**src/rtl/nvcmd_pkg.sv**
```systemverilog
package nvcmd_pkg;
    localparam int ADDR_W   = 13;
    localparam int PREFIX_N = 5;
    localparam int STEP_W   = $clog2(PREFIX_N + 1);

    typedef logic [ADDR_W-1:0] addr_t;
    typedef logic [STEP_W-1:0] step_t;

    typedef enum logic [1:0] {CMD_NONE, CMD_SAVE, CMD_RESTORE} cmd_e;

    localparam addr_t ADDR_SAVE    = 13'h0F0F;
    localparam addr_t ADDR_RESTORE = 13'h0F0E;

    function automatic addr_t prefix_addr(input step_t idx);
        case (idx)
            3'd0:    return 13'h0000;
            3'd1:    return 13'h1555;
            3'd2:    return 13'h0AAA;
            3'd3:    return 13'h1FFF;
            default: return 13'h10F0;
        endcase
    endfunction

    typedef struct packed {
        logic  valid;
        logic  rd;
        addr_t addr;
    } access_t;
endpackage

```
**src/rtl/nvcmd_match.sv**
```systemverilog
module nvcmd_match
    import nvcmd_pkg::*;
(
    input  access_t acc,
    input  step_t   step,
    output step_t   next_step,
    output cmd_e    cmd
);
    always_comb begin
        next_step = step;
        cmd       = CMD_NONE;
        if (acc.valid) begin
            if (!acc.rd) begin
                next_step = '0;
            end else if (step == step_t'(PREFIX_N)) begin
                next_step = '0;
                if (acc.addr == ADDR_SAVE)         cmd = CMD_SAVE;
                else if (acc.addr == ADDR_RESTORE) cmd = CMD_RESTORE;
                else if (acc.addr == prefix_addr('0)) next_step = step_t'(1);
            end else if (acc.addr == prefix_addr(step)) begin
                next_step = step + step_t'(1);
            end else if (acc.addr == prefix_addr('0)) begin
                next_step = step_t'(1);
            end else begin
                next_step = '0;
            end
        end
    end
endmodule

```
**src/rtl/nvcmd_unlock.sv**
```systemverilog
module nvcmd_unlock
    import nvcmd_pkg::*;
(
    input  logic              clk,
    input  logic              rst,
    input  logic              acc_valid,
    input  logic [ADDR_W-1:0] acc_addr,
    input  logic              acc_wr_n,
    input  logic              xfer_busy,
    output logic              save_req,
    output logic              restore_req,
    output logic [STEP_W-1:0] seq_step
);
    access_t acc;
    step_t   step_q, step_d;
    cmd_e    cmd;

    assign acc = '{valid: acc_valid, rd: acc_wr_n, addr: acc_addr};

    nvcmd_match u_match (.acc(acc), .step(step_q), .next_step(step_d), .cmd(cmd));

    always_ff @(posedge clk) begin
        if (rst || xfer_busy) begin
            step_q      <= '0;
            save_req    <= 1'b0;
            restore_req <= 1'b0;
        end else begin
            step_q      <= step_d;
            save_req    <= (cmd == CMD_SAVE);
            restore_req <= (cmd == CMD_RESTORE);
        end
    end

    assign seq_step = step_q;

    AST_REQ_EXCL: assert property (@(posedge clk) disable iff (rst)
        !(save_req && restore_req));
    AST_STEP_RANGE: assert property (@(posedge clk) disable iff (rst)
        step_q <= step_t'(PREFIX_N));
    AST_SAVE_PULSE: assert property (@(posedge clk) disable iff (rst)
        save_req |=> !save_req);
    AST_RESTORE_PULSE: assert property (@(posedge clk) disable iff (rst)
        restore_req |=> !restore_req);
    AST_WRITE_ABORT: assert property (@(posedge clk) disable iff (rst)
        (acc_valid && !acc_wr_n) |=> (step_q == '0 && !save_req && !restore_req));
    AST_BUSY_HOLD: assert property (@(posedge clk) disable iff (rst)
        xfer_busy |=> (step_q == '0 && !save_req && !restore_req));
    AST_IDLE_STABLE: assert property (@(posedge clk) disable iff (rst)
        (!acc_valid && !xfer_busy) |=> $stable(step_q));
endmodule

```
**config.mk**
```make
export PLATFORM = sky130hd
export DESIGN_NAME = nvcmd_unlock
export DESIGN_NICKNAME = d
export VERILOG_FILES = /design/src/rtl/nvcmd_pkg.sv /design/src/rtl/nvcmd_match.sv /design/src/rtl/nvcmd_unlock.sv
export SDC_FILE = /design/constraint.sdc
export NUM_CORES = 1
export LEC_CHECK = 0
export ABC_AREA = 1
export BUFFER_PORTS_ARGS = -buffer_cell sky130_fd_sc_hd__buf_2
export CAP_MARGIN = 20
export CORE_MARGIN = 5
export CORE_UTILIZATION = 40
export CTS_CLUSTER_DIAMETER = 120
export DETAILED_ROUTE_END_ITERATION = 6
export PLACE_DENSITY = 0.8
export SYNTH_ARGS = -nofsm -noshare
export SYNTH_HDL_FRONTEND = slang
export SYNTH_SLANG_ARGS = --single-unit
```
**constraint.sdc**
```tcl
create_clock -name clk -period 1.46 [get_ports clk]
set_input_delay 0.073 -clock clk [delete_from_list [all_inputs] [get_ports clk]]
set_output_delay 0.073 -clock clk [all_outputs]
set_load 0.005 [all_outputs]
```
==> metrics.md, run 1 <==
| Metric | Value |
|---|---|
| First-pass GRT wire length | `2370 um` |
| TritonCTS clock tree | `yes` |
| Yosys top cell area share | `23.3%` |
| Design area | `803 um^2` |
| Critical path arrival | `1720 ps` |
| Area Growth Syn to Fin | `51.1%` |
| Dpl hpwl | `1150 um` |
| Initial antenna violation count | `0` |
| Post-layout util | `62.5%` |
| Longest Clk Path Bufs | `2` |
| Sequential-to-total area share from yosys stat | `18.8%` |
| FP Rows | `13` |
| Mapped Area | `532 um^2` |
| Tcrit/Tclk final | `106%` |
| PnR worst setup slack | `-84.0 ps` |
| Max incr delay on CP | `360 ps` |
| Ys Warns | `0` |
| Fillers | `127` |
| Maximum vdd drop | `0.436 mV` |
| Final GP Congestion | `0.783` |
| CTS Hold Bufs | `0` |
| Fmax | `0.648 GHz` |
| Placed standard-cell area | `706 um^2` |
| Die X | `46.5 um` |
| Share of cells above drive strength 1 | `44.4%` |
| Vias | `680` |
| Wire per inst | `10.4 um` |
| Unique masters post-synth | `18` |
| CP endpoint kind | `flip-flop` |
| Avg Cell Area, Syn | `5.66 um^2` |
| Drt first-iter violations | `4` |
| Hold Vio Cnt, Final | `0` |
| Worst slew pin tran | `272 ps` |
| Multi-input gate area | `435 um^2` |
| Max-cap violations | `0` |
| Syn nets | `116` |
| Largest net degree at the start of global routing | `8` |
| Via-to-Cell Ratio | `4.82` |
| Final slew viol count | `0` |
| Sum Neg Setup Slack | `-112 ps` |
| Yosys top cell by area | `nand2_1` |
| Full die area | `2160 um^2` |
| Placed cells | `136` |
| Critical Path, Cell by Cell | `ha_4 > ha_4 > inv_4 > nand2_2 > nand2_1 > inv_1 > nor2_2 > nor2_4 > nand2_2 > nand2_1 > nand3_1 > nand2_1 > a21oi_1` |
| Initial core utilization | `41.4%` |
| Core region area | `1280 um^2` |
| Commonest non-fill, non-tap cell in the layout | `nand2_1` |
| WP buf/inv | `2` |
| Yosys reg bits | `5` |
| DRC | `0` |
| # clock sinks | `5` |
| Ant. Diodes | `0` |
| Final setup violating endpoints | `3` |
| Root Buffer | `clkbuf_4` |
| Final ANT Viol Nets | `0` |
| # IOs | `23` |
| Total number of H-tree levels | `1` |
| Number of global-route vias before repair | `627` |
| Min Tclk post-route | `1540 ps` |
| Final WL | `1470 um` |
| Storage element area | `105 um^2` |
| Gr usage total | `15.3%` |
| CP Max Fanout | `4` |
| GRT overflow | `0` |
| Slowest CP cell | `dfxtp_4` |
| Cts bufs inserted | `3` |
| 1st-pass router iterations | `4` |
| Die height | `46.5 um` |
| Failing checks | `negative setup slack` |
| Area contributors post-synth | `nand2_1, dfxtp_1, inv_1` |
| Clk_lat worst skew | `250 ps` |
| Status | `complete, but fails checks` |
| Leak | `0.430 nW` |
| Cell count after synthesis | `94` |
| CP startpoint kind | `flip-flop` |
| Family with the most delay on the worst path | `simple AND/OR/NAND/NOR gates` |
| Hold crit path type | `input pin to flip-flop` |
| Port-buffer cells | `22` |
| PD cells | `448 nW/um^2` |
| Critical Path RT | `1630 ps` |
| Clock slew at the register clock pins of the worst setup and hold paths | `40 ps` |
| Most frequent cells in the layout | `nand2_1, buf_2, inv_1, nor2_1, buf_4` |
| Skew final | `2.67 ps` |
| Worst slew margin | `81.7%` |
| RSZ-0062 raised after global routing | `yes` |
| Fin nets | `149` |
| Cell mode on critical path | `nand2_1` |
| Finished Layout Cells | `141` |
| Kind of critical path | `flip-flop to flip-flop` |
| Final Power | `360 uW` |
cell usage after synthesis:
library cell and instances:
nor3b_2 1, ha_1 4, o21ai_0 1, inv_2 2, nand2_2 1, or4_4 1
nor2_1 13, nor3_2 1, nand3_1 7, inv_1 14, nor2_2 3, a21oi_2 1
a21oi_1 1, o31ai_1 1, nor3_1 2, nand4_1 3, dfxtp_1 5, nand2_1 33
metal layers:
metal / vias to the layer above / wire [um] / track usage (%)
met5: - / 0 / 0
met4: 0 / 32 / 10.2
met3: 5 / 74 / 1.56
met2: 17 / 749 / 26.9
met1: 301 / 610 / 17.0
li1: 357 / - / -
layout make-up:
type                    count  share of cell area, %
well taps                  15                   2.34
inverters                  16                   7.79
multi-input cells          73                   54.2
clock buffers               4                   3.27
flip-flops and latches      5                   13.1
repair buffers             28                   19.3
timing repair:
action                                  in CTS  in global routing
cloned                                       0                  0
buffers inserted                             1                  0
resized for setup                            8                  9
pin swaps                                    4                 10
endpoints found under the setup margin       3                  3
power by group:
group,switching [mW],internal (mW),leakage [nW]
clock network,0.0566,0.103,0.0150
registers,0.00000106,0.135,0.0416
logic,0.0359,0.0289,0.373
worst reg2reg max path: cells and delay by family (launching register included):
family	cells	cell delay [ps]
compound gates	1	130
fa+ha+maj	2	330
buf+inv	2	110
flops	1	360
simple gates	8	560
metrics by stage:
stage,worst slack (ps),hold slack [ps]
after floorplan,0.353,141
after global placement,-55.3,282
after detailed placement,-111,289
after CTS,-65.0,37.4
after global routing,-176,43.7
final,-84.0,39.1
kinds of logic (layout without fill, tap and decap cells):
logic type | Yosys count | after routing | share of synthesized area, %
simple gates | 65 | 65 | 55.5
flops | 5 | 5 | 18.8
compound gates | 4 | 4 | 4.94
buf+inv | 16 | 48 | 11.3
fa+ha+maj | 4 | 4 | 9.41
path summary, 6_finish.rpt:
kind / start / to / slack (ps) / cells after the start
max: seq_step[1]$_SDFFE_PP0P_ / seq_step[0]$_SDFFE_PP0P_ / -80 / 13
min: acc_addr[0] / restore_req$_SDFF_PP0_ / 40 / 2
max reg2reg: seq_step[1]$_SDFFE_PP0P_ / seq_step[0]$_SDFFE_PP0P_ / -80 / 13
min reg2reg: seq_step[0]$_SDFFE_PP0P_ / seq_step[0]$_SDFFE_PP0P_ / 620 / 3
flip-flops by register name, summed over array words and instances, names as in the netlist:
name	cells
seq_step	3
restore_req	1
save_req	1
No activity file was read; power rests on OpenSTA's default activity.
==> run 2, diff against run 1 <==
Settings changed: CTS_BUF_LIST from default to sky130_fd_sc_hd__clkbuf_8 sky130_fd_sc_hd__clkbuf_16.
==> metrics.md, run 2 (same netlist as run 1, synthesis figures left out) <==
| Metric | Value |
|---|---|
| Final Power | `450 uW` |
| Worst R2R Setup Slack | `-50 ps` |
| Full die area | `2160 um^2` |
| R2R depth | `13` |
| FP Rows | `13` |
| Most frequent cells in the layout | `nand2_1, buf_2, inv_1` |
| Largest net degree at the start of global routing | `8` |
| Hold crit path type | `input pin to flip-flop` |
| Min Tclk post-route | `1510 ps` |
| Area Growth Syn to Fin | `57.9%` |
| Failing checks | `negative setup slack` |
| Port-buffer cells | `22` |
| Placed cells | `136` |
| PD cells | `536 nW/um^2` |
| RSZ-0062 raised after global routing | `yes` |
| Placed standard-cell area | `706 um^2` |
| Drt first-iter violations | `4` |
| Place WS | `-111 ps` |
| Cts bufs inserted | `3` |
| R2r startpoint | `seq_step[1]$_SDFFE_PP0P_` |
| Critical Path RT | `1610 ps` |
| Worst slew pin tran | `367 ps` |
| Final ANT Viol Nets | `0` |
| Final WL | `1460 um` |
| Die X | `46.5 um` |
| Finished Layout Cells | `141` |
| Dpl hpwl | `1150 um` |
| CP startpoint kind | `flip-flop` |
| Commonest non-fill, non-tap cell in the layout | `nand2_1` |
| Max-cap violations | `0` |
| Sum Neg Setup Slack | `-86.7 ps` |
| Fillers | `113` |
| Share of cells above drive strength 1 | `47.6%` |
| Worst slew margin | `75.3%` |
| Vias | `689` |
| Fin nets | `149` |
| Via-to-Cell Ratio | `4.89` |
| Gr usage total | `15.4%` |
| First-pass GRT wire length | `2310 um` |
| Die height | `46.5 um` |
| Number of global-route vias before repair | `607` |
| TritonCTS clock tree | `yes` |
| Initial core utilization | `41.4%` |
| Maximum vdd drop | `0.587 mV` |
| Kind of critical path | `flip-flop to flip-flop` |
| Final setup violating endpoints | `3` |
| R2r endpoint | `seq_step[0]$_SDFFE_PP0P_` |
| Hold depth | `2` |
| GRT overflow | `0` |
| Max reg flops | `3` |
| Post-layout util | `65.3%` |
| DRC | `0` |
| Root Buffer | `clkbuf_8` |
| Hold_sp | `acc_addr[0]` |
| Tcrit/Tclk final | `104%` |
| Status | `complete, but fails checks` |
| Clk_lat worst skew | `220 ps` |
| Skew final | `4.38 ps` |
| Ant. Diodes | `0` |
| Core region area | `1280 um^2` |
| Final GP Congestion | `0.783` |
| Fmax | `0.661 GHz` |
| Hold path endpoint | `restore_req$_SDFF_PP0_` |
| Hold Vio Cnt, Final | `0` |
| Clock slew at the register clock pins of the worst setup and hold paths | `40 ps` |
| CP Max Fanout | `4` |
| PnR worst setup slack | `-52.7 ps` |
| Critical path arrival | `1660 ps` |
| Total number of H-tree levels | `1` |
| Initial antenna violation count | `0` |
| 1st-pass router iterations | `4` |
| CP endpoint kind | `flip-flop` |
| Wire per inst | `10.4 um` |
| # clock sinks | `5` |
| Longest Clk Path Bufs | `2` |
| Design area | `840 um^2` |
| Final slew viol count | `0` |
| Worst Hold Slack | `68.7 ps` |
| Leak | `0.464 nW` |
| # IOs | `23` |
[run 2: cell count changes in the layout (fill, tap and decap cells not counted), sizes merged]
cell / change
inv: +1
clkbuf: -1
[run 2: cell type report]
cell class | instances | area [um^2] | area share, %
well taps | 15 | 18.8 | 2.24
flip-flops and latches | 5 | 105 | 12.5
inverters | 16 | 62.6 | 7.45
clock inverters | 1 | 3.75 | 0.447
multi-input cells | 73 | 453 | 53.9
repair buffers | 28 | 155 | 18.5
clock buffers | 3 | 41.3 | 4.92
[run 2: worst max path at each step]
stage / start / endpoint / slack [ps] / depth (start not counted)
2_1_floorplan: seq_step[1]$_SDFFE_PP0P_ / seq_step[0]$_SDFFE_PP0P_ / 0.4 / 12
3_3_place_gp: seq_step[0]$_SDFFE_PP0P_ / seq_step[0]$_SDFFE_PP0P_ / -60 / 12
3_5_place_dp: seq_step[1]$_SDFFE_PP0P_ / seq_step[0]$_SDFFE_PP0P_ / -110 / 12
4_1_cts: seq_step[1]$_SDFFE_PP0P_ / seq_step[0]$_SDFFE_PP0P_ / -80 / 12
5_1_grt: seq_step[1]$_SDFFE_PP0P_ / seq_step[0]$_SDFFE_PP0P_ / -140 / 13
6_report: seq_step[1]$_SDFFE_PP0P_ / seq_step[0]$_SDFFE_PP0P_ / -50 / 13
[run 2: power by group]
group	total (mW)	internal, mW	switching (mW)
Clock	0.249	0.180	0.0684
Combinational	0.0656	0.0291	0.0365
Sequential	0.136	0.136	0.00000117
Total	0.450	0.345	0.105
[run 2: worst max-delay path: stages, from the launching register on]
cell and delay (ps):
dfxtp_4 360, ha_4 160, ha_4 160, inv_4 70, nand2_2 60, nand2_1 70, inv_1 50, nor2_2 120
nor2_4 50, nand2_4 70, nand2_2 50, nand3_2 70, nand2_1 50, a21oi_1 110
[run 2: per-layer routing]
| metal | up-vias | wire, um | track usage [%] |
|---|---|---|---|
| li1 | 363 | - | - |
| met4 | 0 | 30 | 8.52 |
| met2 | 13 | 774 | 28.8 |
| met1 | 308 | 589 | 15.9 |
| met5 | - | 0 | 0 |
| met3 | 5 | 68 | 2.34 |
[run 2: repair_timing]
action,4_1_cts,5_1_grt
hold buffers,0,0
setup buffers,1,0
setup endpoints to repair,3,3
resized for setup,6,16
pin swaps,4,9
endpoints found under the hold margin,0,0
==> run 3, diff against run 2 <==
Settings changed: CELL_PAD_IN_SITES_DETAIL_PLACEMENT from default to 1, CELL_PAD_IN_SITES_GLOBAL_PLACEMENT from default to 1, CORE_UTILIZATION 40 to 26, CTS_CLUSTER_DIAMETER 120 to default.
==> metrics.md, run 3 (same netlist as run 1, synthesis figures left out) <==
| Metric | Value |
|---|---|
| Initial antenna violation count | `0` |
| RSZ-0062 raised after global routing | `yes` |
| Hold path endpoint | `restore_req$_SDFF_PP0_` |
| Die height | `55.2 um` |
| Most frequent cells in the layout | `nand2_1, buf_2, inv_1` |
| Gr usage total | `13.2%` |
| Storage element area | `108 um^2` |
| Leak | `0.455 nW` |
| Kind of critical path | `flip-flop to flip-flop` |
| Tcrit/Tclk final | `105%` |
| Maximum vdd drop | `0.409 mV` |
| Longest Clk Path Bufs | `2` |
| GRT overflow | `0` |
| Clk pwr share | `57.7%` |
| Min Tclk post-route | `1530 ps` |
| Cts bufs inserted | `3` |
| Final slew viol count | `0` |
| Max-cap violations | `0` |
| DRC | `0` |
| Sequential Power Share | `28.1%` |
| R2R depth | `13` |
| Fmax | `0.653 GHz` |
| Combinational share of power | `14.2%` |
| Drt first-iter violations | `14` |
| Clock slew at the register clock pins of the worst setup and hold paths | `40 ps` |
| Root Buffer | `clkbuf_8` |
| Initial core utilization | `27.1%` |
| Fillers | `280` |
| # IOs | `23` |
| CP endpoint kind | `flip-flop` |
| Critical path arrival | `1700 ps` |
| Final GP Congestion | `0.760` |
| Highest metal used | `met4` |
| Multi-input gate area | `457 um^2` |
| Wire per inst | `12.6 um` |
| Status | `complete, but fails checks` |
| Worst slew pin tran | `315 ps` |
| Hold_sp | `acc_addr[0]` |
| Die X | `55.2 um` |
| Commonest non-fill, non-tap cell in the layout | `nand2_1` |
| Ant. Diodes | `0` |
| PnR worst setup slack | `-71.9 ps` |
| Port-buffer cells | `22` |
| Max reg flops | `3` |
| Fin nets | `150` |
| # clock sinks | `5` |
| Slowest CP cell | `dfxtp_4` |
| Placed standard-cell area | `736 um^2` |
| Internal | `345 uW` |
| Number of global-route vias before repair | `759` |
| First-pass GRT wire length | `3220 um` |
| Critical Path, Cell by Cell | `ha_4 > ha_4 > inv_4 > nand2_4 > nand2_1 > inv_1 > nor2_2 > nor2_2 > nand2_2 > nand2_1 > nand3_2 > nand2_2 > a21oi_2` |
| CTS Hold Bufs | `0` |
| R2r endpoint | `seq_step[0]$_SDFFE_PP0P_` |
| Failing checks | `negative setup slack` |
| Wl on met1 | `782 um` |
| Via-to-Cell Ratio | `4.60` |
| Met3 WL | `123 um` |
| Area Growth Syn to Fin | `63.3%` |
| Switching fraction of total power | `27.4%` |
| R2r startpoint | `seq_step[1]$_SDFFE_PP0P_` |
| Final setup violating endpoints | `2` |
| Vias | `709` |
| Worst Hold Slack | `50.5 ps` |
| Final ANT Viol Nets | `0` |
| Design area | `868 um^2` |
| Hold Vio Cnt, Final | `0` |
| Hold crit path type | `input pin to flip-flop` |
| Skew final | `5.45 ps` |
| Core region area | `1960 um^2` |
| Post-CTS Setup Bufs | `0` |
| CP startpoint kind | `flip-flop` |
| Final WL | `1940 um` |
| Largest net degree at the start of global routing | `8` |
| Dpl hpwl | `1490 um` |
| Total number of H-tree levels | `1` |
| Hold depth | `2` |
| Met2 wire length | `997 um` |
| Critical Path RT | `1630 ps` |
| Worst R2R Setup Slack | `-70 ps` |
| Max incr delay on CP | `360 ps` |
| P_sw | `130 uW` |
| CP Max Fanout | `4` |
| PD cells | `547 nW/um^2` |
| Clk_lat worst skew | `240 ps` |
| Share of cells above drive strength 1 | `46.5%` |
| Post-layout util | `44.3%` |
| TritonCTS clock tree | `yes` |
| 1st-pass router iterations | `4` |
| Full die area | `3050 um^2` |
| FP Rows | `16` |
| Worst slew margin | `78.8%` |
-- run 3: worst max path at each step --
stage                                   from  slack (ps)  depth (start not counted)                  endpoint
floorplan           seq_step[1]$_SDFFE_PP0P_         0.4                         12  seq_step[0]$_SDFFE_PP0P_
global placement    seq_step[0]$_SDFFE_PP0P_         -70                         12  seq_step[0]$_SDFFE_PP0P_
detailed placement  seq_step[1]$_SDFFE_PP0P_        -130                         12  seq_step[0]$_SDFFE_PP0P_
CTS                 seq_step[1]$_SDFFE_PP0P_         -70                         12  seq_step[0]$_SDFFE_PP0P_
global route        seq_step[1]$_SDFFE_PP0P_        -170                         13  seq_step[0]$_SDFFE_PP0P_
finish              seq_step[1]$_SDFFE_PP0P_         -70                         13  seq_step[0]$_SDFFE_PP0P_
-- run 3: through the flow --
stage | TNS (ps) | worst slack, ps | std cells | power, mW
finish | -133 | -71.9 | 154 | 0.475
global route | -439 | -174 | 154 | 0.501
CTS | -128 | -71.7 | 154 | 0.476
detailed placement | -270 | -128 | 150 | 0.204
global placement | -117 | -73.1 | 150 | 0.201
floorplan | 0 | 0.353 | 94 | 0.168
-- run 3: what timing repair did --
action,4_1_cts,5_1_grt
pin swaps,7,6
gates resized for setup,13,9
setup endpoints to repair,3,3
-- run 3: power groups by stage --
stage | Sequential (mW) | Combinational, mW | Clock (mW)
final | 0.134 | 0.0674 | 0.274
after detailed placement | 0.139 | 0.0648 | 0
after CTS | 0.135 | 0.0661 | 0.275
after global routing | 0.133 | 0.0760 | 0.291
after global placement | 0.139 | 0.0614 | 0
after floorplan | 0.139 | 0.0281 | 0
-- run 3: metal layers --
layer,up-vias,GRT usage (%)
met3,6,4.43
met1,320,13.1
li1,361,-
met5,-,0
met2,22,23.8
met4,0,7.29
-- run 3: worst max-delay path, delay by kind of cell (launching register included) --
kind | cells | cell delay, ps
flip-flops | 1 | 360
AO/OA/AOI/OAI | 1 | 120
buffers and inverters | 2 | 120
adder cells (fa/ha/maj) | 2 | 320
AND/OR/NAND/NOR | 8 | 540
-- run 3: layout make-up --
cell class / instances / share of cell area (%)
multi-input combinational: 73 / 52.6
inverter: 16 / 7.20
tap: 27 / 3.89
clock buffer: 3 / 4.76
timing repair buffer: 29 / 18.7
sequential: 5 / 12.4
clock inverter: 1 / 0.432
